--- src/rtl/rport_pkg.sv ---
// Shared types for the retry-handshake request port.
package rport_pkg;
    typedef enum logic {
        SLOT_EMPTY = 1'b0,
        SLOT_FULL  = 1'b1
    } slot_state_e;
endpackage

--- src/rtl/rport_hold_slot.sv ---
// One-entry response hold slot.
// Passes a live response straight to the requester. If the requester refuses
// it, the response is captured and re-offered only while resume is high.
// Assumes no live response arrives while the slot is full.
module rport_hold_slot #(
    parameter int RSP_W = 16
) (
    input  logic             clk,
    input  logic             rst_n,
    input  logic             live_valid,
    input  logic [RSP_W-1:0] live_data,
    input  logic             up_ready,
    input  logic             up_resume,
    output logic             up_valid,
    output logic [RSP_W-1:0] up_data,
    output logic             slot_full,
    output logic             slot_empty_next,
    output logic             slot_release
);
    import rport_pkg::*;

    slot_state_e      state_q, state_d;
    logic [RSP_W-1:0] data_q;
    logic             capture;

    // Select what the requester sees and work out the next slot state.
    always_comb begin
        slot_full       = (state_q == SLOT_FULL);
        up_valid        = live_valid | (slot_full & up_resume);
        up_data         = slot_full ? data_q : live_data;
        slot_release    = slot_full & up_resume & up_ready;
        capture         = live_valid & ~slot_full & ~up_ready;
        state_d         = state_q;
        if (capture)           state_d = SLOT_FULL;
        else if (slot_release) state_d = SLOT_EMPTY;
        slot_empty_next = (state_d == SLOT_EMPTY);
    end

    // Slot state and stored payload.
    always_ff @(posedge clk) begin
        if (!rst_n) begin
            state_q <= SLOT_EMPTY;
            data_q  <= '0;
        end else begin
            state_q <= state_d;
            if (capture) data_q <= live_data;
        end
    end

    AST_HOLD_NO_OVERWRITE: assert property (@(posedge clk) disable iff (!rst_n)
        slot_full |-> !live_valid);
    AST_HOLD_FROM_REFUSAL: assert property (@(posedge clk) disable iff (!rst_n)
        $rose(slot_full) |-> $past(up_valid && !up_ready));
    AST_HOLD_KEPT: assert property (@(posedge clk) disable iff (!rst_n)
        (slot_full && !(up_resume && up_ready)) |=> slot_full);
endmodule

--- src/rtl/rport_retry_tracker.sv ---
// Owed-retry bookkeeping.
// Records every refusal and issues a one-cycle notice once the resource is
// free (or a held response drains) and the hold slot will be empty.
// Issuing the notice also answers a refusal made in that same cycle.
module rport_retry_tracker (
    input  logic clk,
    input  logic rst_n,
    input  logic refuse,
    input  logic res_free,
    input  logic slot_release,
    input  logic slot_empty_next,
    output logic owed,
    output logic notice
);
    logic issue;

    // Decide whether the owed notice goes out on this edge.
    always_comb begin
        issue = owed & slot_empty_next & (res_free | slot_release);
    end

    // Owed flag and registered notice pulse.
    always_ff @(posedge clk) begin
        if (!rst_n) begin
            owed   <= 1'b0;
            notice <= 1'b0;
        end else begin
            notice <= issue;
            owed   <= issue ? 1'b0 : (owed | refuse);
        end
    end

    AST_RETRY_CLEARS_OWED: assert property (@(posedge clk) disable iff (!rst_n)
        notice |-> !owed);
    AST_REFUSAL_OWES: assert property (@(posedge clk) disable iff (!rst_n)
        refuse |=> (owed || notice));
    AST_NOTICE_NEEDS_WAKE: assert property (@(posedge clk) disable iff (!rst_n)
        notice |-> $past(res_free || slot_release));
endmodule

--- src/rtl/rport_retry_port.sv ---
// Retry-handshake request port (top).
// Forwards requests to a shared blocking resource without queuing, refusing
// them while a retry is owed or a response is held. Tags requests with
// PORT_ID and delivers only responses routed back to that index.
// Assumes the resource produces at most one response per accepted request.
module rport_retry_port #(
    parameter int REQ_W   = 16,
    parameter int RSP_W   = 16,
    parameter int ID_W    = 2,
    parameter int PORT_ID = 2
) (
    input  logic             clk,
    input  logic             rst_n,
    input  logic             up_req_valid,
    input  logic [REQ_W-1:0] up_req_data,
    output logic             up_req_accept,
    output logic             up_retry,
    output logic             up_rsp_valid,
    output logic [RSP_W-1:0] up_rsp_data,
    input  logic             up_rsp_ready,
    input  logic             up_rsp_resume,
    output logic             dn_req_valid,
    output logic [REQ_W-1:0] dn_req_data,
    output logic [ID_W-1:0]  dn_req_port,
    input  logic             dn_req_ready,
    input  logic             dn_rsp_valid,
    input  logic [RSP_W-1:0] dn_rsp_data,
    input  logic [ID_W-1:0]  dn_rsp_port,
    input  logic             res_free
);
    localparam logic [ID_W-1:0] MY_ID = ID_W'(PORT_ID);

    logic owed, slot_full, slot_empty_next, slot_release, live_valid, refuse;

    // Gate and tag requests, judge acceptance, and filter responses by index.
    always_comb begin
        dn_req_valid  = up_req_valid & ~owed & ~slot_full;
        dn_req_data   = up_req_data;
        dn_req_port   = MY_ID;
        up_req_accept = dn_req_valid & dn_req_ready;
        refuse        = up_req_valid & ~up_req_accept;
        live_valid    = dn_rsp_valid & (dn_rsp_port == MY_ID);
    end

    rport_hold_slot #(.RSP_W(RSP_W)) u_slot (
        .clk             (clk),
        .rst_n           (rst_n),
        .live_valid      (live_valid),
        .live_data       (dn_rsp_data),
        .up_ready        (up_rsp_ready),
        .up_resume       (up_rsp_resume),
        .up_valid        (up_rsp_valid),
        .up_data         (up_rsp_data),
        .slot_full       (slot_full),
        .slot_empty_next (slot_empty_next),
        .slot_release    (slot_release)
    );

    rport_retry_tracker u_track (
        .clk             (clk),
        .rst_n           (rst_n),
        .refuse          (refuse),
        .res_free        (res_free),
        .slot_release    (slot_release),
        .slot_empty_next (slot_empty_next),
        .owed            (owed),
        .notice          (up_retry)
    );

    AST_ACCEPT_NEEDS_READY: assert property (@(posedge clk) disable iff (!rst_n)
        up_req_accept |-> (dn_req_valid && dn_req_ready));
    AST_NOTICE_SLOT_EMPTY: assert property (@(posedge clk) disable iff (!rst_n)
        up_retry |-> !slot_full);
    AST_FOREIGN_RSP_SILENT: assert property (@(posedge clk) disable iff (!rst_n)
        (!slot_full && dn_rsp_valid && dn_rsp_port != MY_ID) |-> !up_rsp_valid);
endmodule

--- config.mk ---
export PLATFORM = sky130hd
export DESIGN_NAME = rport_retry_port
export DESIGN_NICKNAME = d
export VERILOG_FILES = /design/src/rtl/rport_pkg.sv /design/src/rtl/rport_hold_slot.sv /design/src/rtl/rport_retry_tracker.sv /design/src/rtl/rport_retry_port.sv
export SDC_FILE = /design/constraint.sdc
export NUM_CORES = 1
export LEC_CHECK = 0
export BUFFER_PORTS_ARGS = -buffer_cell sky130_fd_sc_hd__buf_4
export CAP_MARGIN = 5
export CORE_ASPECT_RATIO = 0.8
export CORE_MARGIN = 2
export CORE_UTILIZATION = 42
export CTS_CLUSTER_DIAMETER = 200
export DETAILED_ROUTE_END_ITERATION = 10
export MAX_ROUTING_LAYER = met4
export PLACE_DENSITY = 0.8
export SYNTH_ARGS = -nofsm -noshare
export SYNTH_HDL_FRONTEND = slang
export SYNTH_SLANG_ARGS = --single-unit
--- constraint.sdc ---
create_clock -name clk -period 1.2 [get_ports clk]
set_input_delay 0.06 -clock clk [delete_from_list [all_inputs] [get_ports clk]]
set_output_delay 0.06 -clock clk [all_outputs]
set_load 0.01 [all_outputs]
# After elaboration in Yosys (flattened, before gate mapping)
# Cells that the tools add are included.
# op_classes
n_addsub,0
n_mul,0
div,0
order_cmp,0
eq_ne,1
shift,0
muxes,3
n_bitwise,20
n_reduce_logical,1
# op_table
op,n
$mux 16,1
$and 1x1->1,11
$not 1->1,6
$or 1x1->1,3
$eq 2x2->1 const B,1
$mux 1,2
$reduce_or 2->1,1
# totals
regBits,19
latchBits,0
ramBits,0
romBits,0
input_bits,42
output_inout_bits,38
elab_cells,29
mem_count,0

# Logic depth before layout (Yosys ltp)
# Gate-level depths: netlist of run 1.
# logic_depth
word_depth,9
ltp_mapped,5
ltp_nobuf,3

# Hierarchy
# From an unflattened synthesis of run 1, not the netlist that was laid out.
# unflattened
cells_unflattened,128
area_unflattened_um2,1171.1
# by_module_without_submodules
module,instances,cells_per_inst,area_per_inst_um2,seq_area_each_um2
rport_hold_slot,1,96,920.9,340.3
rport_retry_port,1,26,180.2,0.0
rport_retry_tracker,1,6,70.1,40.0

# Worst setup path after synthesis of run 1
# OpenSTA, ideal clock, no wires.
# synth_timing
path_kind,register to output
startpoint,reg u_slot.state_q (netlist: u_slot.slot_full)
endpoint,out up_req_accept
arrival_time_ps,1052
required_time_ps,1140
slack_ps,88
stages_incl_launch_ff,4
path_buffers,1
path_cell_list,dfxtp_1 buf_6 nor3_1 and2_1
# synth_between
elab_chain_len,3
# synth_rtl
item,line_no,source
from (decl),rport_hold_slot.sv:22,"slot_state_e state_q, state_d;"
from (signal assigned),rport_hold_slot.sv:45,state_q <= state_d;
$not 1->1,rport_retry_port.sv:37,dn_req_valid = up_req_valid & ~owed & ~slot_full;
$and 1x1->1,rport_retry_port.sv:37,
net dn_req_valid,rport_retry_port.sv:22,"output logic dn_req_valid,"
$and 1x1->1,rport_retry_port.sv:40,up_req_accept = dn_req_valid & dn_req_ready;
to (decl),rport_retry_port.sv:16,"output logic up_req_accept,"
# The timed path passes the listed nets, and every way through them passes these cells.

# Worst setup path after layout of run 1
# layout_timing
startpoint,reg u_slot.state_q (netlist: u_slot.slot_full)
endpoint,out up_rsp_data[8]
# layout_between
elab_chain_len,1
# layout_rtl
item,line_no,source
$mux 16,rport_hold_slot.sv:30,up_data = slot_full ? data_q : live_data;
to (decl),rport_retry_port.sv:19,"output logic [RSP_W-1:0] up_rsp_data,"
# No other way between the ends.

==> impl_results.md, run 1 <==
- Status: finished, violations left
- Failing checks: negative setup slack
- Area Overhead vs Synth: 47.8%
- CP max FO: 6
- Slew Viols, Final: 0
- Initial antenna violation count: 0
- Layout Nets: 210
- Starting Density: 0.441
- Sw Share: 0.290
- Final setup vio count: 28
- Pwr Density: slightly below 800 nW/um^2
- Total CTS buffers: 3
- Clock sink total: 19
- Remaining global-route overflow: 0
- CTS tree: yes
- Most common library cell in the layout ignoring fill and taps: buf_4
- H-tree depth: 1
- Hold Buf Count CTS: 0
- Distinct cell type count after synthesis: 28
- Vias in the first global route: 1127
- Layout cell share with drive strength beyond 1: 0.671
- Final Hold Viols: 0
- Peak VDD IR: approximately 0.00056 V
- DRC: 0
- HP Class: input port to register
- Final period util: 1.14
- Syn_nets: ~180
- Logic gate share of total power: 0.305
- Mapped cell area: about 1200 um^2
- Port Buf Inserts: 45
- Crit start category: register
- GPL Wtd Cong: about 0.74
- Synth Warn #: 0
- Ports: 80
- Max Freq: around 0.73 GHz
- Cell taking the most area after synthesis: dfxtp_1
- Chip Height: 52.2 um
- Routed via count: between 1000 and 1500
- Clk Latency, worst-skew pair: 0.31 ns
- Skew final: 0.00245 ns
- Vias per cell: 5.34
- CP endpoint kind: output port
- First-pass GRT wire length: between 5 and 6 mm
- Setup TNS: -2.70 ns
- CTS root buf: clkbuf_4
- Most frequent cells in the layout: buf_4, buf_6, dfxtp_1
- Synth area leaders: dfxtp_1, mux2_2, buf_4, nand3_1, a21boi_1
- Gr usage total: 0.198
- # rows: 17
- Max-cap violations: 0
- Routed wire length per instance: approximately 17 um
- Post-synth top area share: 0.312
- Post-Synthesis Cells: roughly 130
- 1st-iter DRT viols: 29
- N_diodes: 0
- Routed wire length: about 3.4 mm
- Flop pwr share: 0.460
- Internal power: between 1000 and 1500 uW
- Flops & latches, synth: 19
- Post-detail-place hpwl: between 2 and 2.5 mm
- DR pass1 iterations: 4
- Final core utilization: 0.652
- Setup CP Type: register to output port
- Syn Area/Cell: around 9.2 um^2
- RSZ-0062 raised after global routing: yes
- Pleak: between 0.0007 and 0.0008 uW
- Min Tclk post-route: ~1.4 ns
- Largest net degree at the start of global routing: 21
- Final worst setup slack: -0.167 ns
- Worst EP required: 1.14 ns
- CORE AREA: about 2800 um^2
- Critical Path AT: between 1 and 1.5 ns
- Die X: around 64 um
- Sequential element share of the synthesized area: 0.312
- Die area: between 3000 and 4000 um^2
- Clock transition at the registers of the reported paths: 0.11 ns
- Antenna Violating Nets Remaining: 0
- Worst-case clock buffer depth: 2
- Clock power frac: 0.235
- Switch Pwr: 415 uW
cell families after synthesis:
| kind of cell | after synthesis | share of synthesized area |
|---|---|---|
| AND/OR/NAND/NOR | 28 | 0.119 |
| buffers and inverters | 31 | 0.181 |
| other | 2 | 0.00616 |
| AO/OA/AOI/OAI | 36 | 0.226 |
| multiplexers | 17 | 0.157 |
| flip-flops | 19 | 0.312 |
layout make-up:
class,instances,area (um^2)
Fill cell,233,962
Clock inverter,1,5.00
Timing Repair Buffer,58,533
Inverter,3,11.3
Tap cell,38,47.5
Multi-Input combinational cell,83,800
Sequential cell,19,384
Clock buffer,3,22.5
critical path, cell delays in order (launching register included):
cell and delay, ns:
dfxtp_4 0.41, buf_6 0.15, mux2_4 0.32, buf_6 0.12
cells in the mapped netlist:
library cell	instances
a2111oi_4	1
buf_4	21
o21ai_0	6
nor2_1	1
and2_1	1
nand2_1	4
a21boi_1	10
nor3_1	1
buf_2	2
nand3_1	16
mux2_2	17
a32oi_1	1
or2_1	1
o21ai_1	4
and3b_1	1
buf_6	3
inv_2	1
nor2_2	1
dfxtp_1	19
nor2b_1	1
a22oi_1	1
conb_1	2
inv_1	2
clkbuf_1	2
o21ai_2	6
nand3b_1	1
a31o_1	1
a21boi_0	6
power by group through the flow:
| stage | logic [uW] | registers (uW) | clock network, uW |
|---|---|---|---|
| after global routing | 462 | 661 | 375 |
| after global placement | 318 | 670 | 0 |
| after floorplan | 226 | 669 | 0 |
| after CTS | 391 | 658 | 341 |
| after detailed placement | 326 | 671 | 0 |
| final | 436 | 659 | 336 |
timing repair:
item	in CTS	in global routing
pin swaps	2	34
resized for setup	43	37
setup endpoints to repair	19	37
hold endpoints to repair	0	0
cloned	1	1
buffers inserted	2	0
final timing paths:
kind              slack [ns]             start               end  cells past startpoint
setup / recovery       -0.17  u_slot.slot_full    up_rsp_data[8]                      3
hold / removal          0.01    dn_rsp_data[4]  u_slot.data_q[4]                      3
setup reg to reg       -0.03  u_slot.slot_full  u_slot.data_q[3]                      6
hold reg to reg         0.47  u_slot.data_q[2]  u_slot.data_q[2]                      2
state kept, by name, indices dropped and copies added, names as in the netlist:
register,cells
u_slot.data_q,16
u_slot.slot_full,1
u_track.notice,1
u_track.owed,1
stage by stage:
step,hold WS (ns),cells,setup slack (ns),power (uW),instance area (um^2)
after floorplan,0.206,133,0.0880,895,1220
after global placement,0.120,197,0.0631,988,1460
after detailed placement,0.120,197,0.0273,997,1460
after CTS,0.00547,204,-0.156,1390,1670
after global routing,0.00310,205,-0.209,1500,1800
final,0.0118,205,-0.167,1430,1800
per-layer routing:
layer	routed length [um]	track usage	share of wire
met1	1380	0.223	0.41
met2	1730	0.330	0.51
met3	211	0.0602	0.062
met4	76	0.0922	0.022
met5	0	-	0
Note: power is estimated with default switching activity, not from simulation.
==> inputs of run 2 (changes only) <==
--- a/config.mk
+++ b/config.mk
@@ -14,6 +14,7 @@
 export DETAILED_ROUTE_END_ITERATION = 10
 export MAX_ROUTING_LAYER = met4
 export PLACE_DENSITY = 0.8
+export SETUP_SLACK_MARGIN = 0.5
 export SYNTH_ARGS = -nofsm -noshare
 export SYNTH_HDL_FRONTEND = slang
 export SYNTH_SLANG_ARGS = --single-unit
==> impl_results.md, run 2 (synthesis results as in run 1) <==
- Status: finished, violations left
- Failing checks: negative setup slack
- Area Overhead vs Synth: 51.2%
- Clk Latency, worst-skew pair: 0.31 ns
- 1st-iter DRT viols: 32
- Remaining global-route overflow: 0
- Final core utilization: 0.667
- Skew final: 0.00965 ns
- Setup CP Type: register to output port
- Number of buffers and inverters on the critical path: 2
- Slew Viols, Final: 0
- Starting Density: 0.441
- Final setup vio count: 34
- Worst EP required: about 1.1 ns
- Hold Slack: approximately 0.0033 ns
- Final Hold Viols: 0
- Layout cell share with drive strength beyond 1: 0.622
- # rows: 17
- Worst-case clock buffer depth: 2
- Total CTS buffers: 3
- Post-detail-place hpwl: between 2 and 2.5 mm
- Max Freq: roughly 0.75 GHz
- Max-cap violations: 0
- Die X: approximately 64 um
- RSZ-0062 raised after global routing: yes
- DR pass1 iterations: 4
- N_diodes: 0
- Routed via count: 1089
- Clock sink total: 19
- Layout Nets: roughly 220
- CTS tree: yes
- Top reg by flops: u_slot.data_q
- Largest net degree at the start of global routing: 21
- Most common library cell in the layout ignoring fill and taps: buf_4
- Die area: around 3400 um^2
- CP peak stage delay: around 0.4 ns
- CORE AREA: ~2800 um^2
- Pleak: 0.000767 uW
- Crit start category: register
- Crit path max-delay family: flip-flops
- Most frequent cells in the layout: buf_4, buf_6, mux2_4, dfxtp_1, a21boi_1
- Initial antenna violation count: 0
- HP Class: input port to register
- Largest register FFs: 16
- Ports: 80
- Final worst setup slack: -0.134 ns
- Min Tclk post-route: around 1.3 ns
- Chip Height: ~52 um
- Post-Place Setup Slack: around 0.037 ns
- CP endpoint kind: output port
- H-tree depth: 1
- DRC: 0
- CTS root buf: clkbuf_4
- CP Cell Sequence: buf_8 -> mux2_4 -> buf_6
- CP max FO: 7
- Critical Path AT: between 1 and 1.5 ns
- Final period util: 1.11
- Antenna Violating Nets Remaining: 0
- Peak VDD IR: ~0.00051 V
- Pwr Density: about 780 nW/um^2
- Vias per cell: slightly above 5
- Worst path slowest cell: dfxtp_4
- First-pass GRT wire length: 4.57 mm
- Routed wire length: between 3 and 4 mm
- Gr usage total: 0.180
- GPL Wtd Cong: about 0.69
- Clock transition at the registers of the reported paths: 0.11 ns
- Routed wire length per instance: about 15 um
- Vias in the first global route: between 1000 and 1500
- Port Buf Inserts: 45
==> run 2: repair_timing <==
| action | in CTS | in global routing |
|---|---|---|
| pin swaps | 1 | 9 |
| gates cloned | 0 | 1 |
| hold endpoints to repair | 0 | 2 |
| setup endpoints to repair | 39 | 39 |
| hold buffers | 0 | 2 |
| gates resized for setup | 41 | 23 |
| setup buffers | 2 | 4 |
==> run 2: area by class of cell <==
| class | instances | area [um^2] |
|---|---|---|
| fillers | 203 | 921 |
| multi-input cells | 83 | 766 |
| repair buffers | 63 | 607 |
| flip-flops and latches | 19 | 385 |
| well taps | 38 | 47.5 |
| clock buffers | 3 | 22.5 |
| inverters | 3 | 11.3 |
| clock inverters | 1 | 5.00 |
==> run 2: power breakdown <==
group	switching, uW	internal [uW]
Clock	199	125
Sequential	13.4	644
Combinational	181	268
Total	394	1040
==> run 2: final timing paths <==
kind | end | cells past startpoint | slack, ns | start
worst max-delay path | up_rsp_data[8] | 3 | -0.13 | u_slot.slot_full
worst min-delay path | u_slot.data_q[15] | 3 | 0.003 | dn_rsp_data[15]
worst max register to register | u_track.owed | 5 | -0.13 | u_slot.slot_full
worst min register to register | u_slot.data_q[0] | 2 | 0.48 | u_slot.data_q[0]
==> run 2: through the flow <==
stage / TNS, ns / total power, uW / cells / instance area, um^2
after floorplan: 0 / 912 / 133 / 1260
after global placement: 0 / 1010 / 197 / 1520
after detailed placement: 0 / 1020 / 197 / 1520
after CTS: -2.26 / 1390 / 203 / 1700
after global routing: -4.56 / 1490 / 210 / 1840
final: -2.81 / 1430 / 210 / 1840
==> run 2: metal layers <==
metal / part of all wire / wire length [um] / vias to the layer above / global-route usage
met5: 0 / 0 / - / -
met4: 0.022 / 68 / 0 / 0.0780
met3: 0.060 / 188 / 12 / 0.0495
met2: 0.52 / 1630 / 32 / 0.307
met1: 0.40 / 1250 / 521 / 0.202
li1: - / - / 524 / -
==> run 2: worst register-to-register path: cells and delay by family (launching register included) <==
kind                   cells  cell delay, ns
buffers and inverters      2            0.26
multiplexers               1            0.30
AO/OA/AOI/OAI              2            0.34
flip-flops                 1            0.38
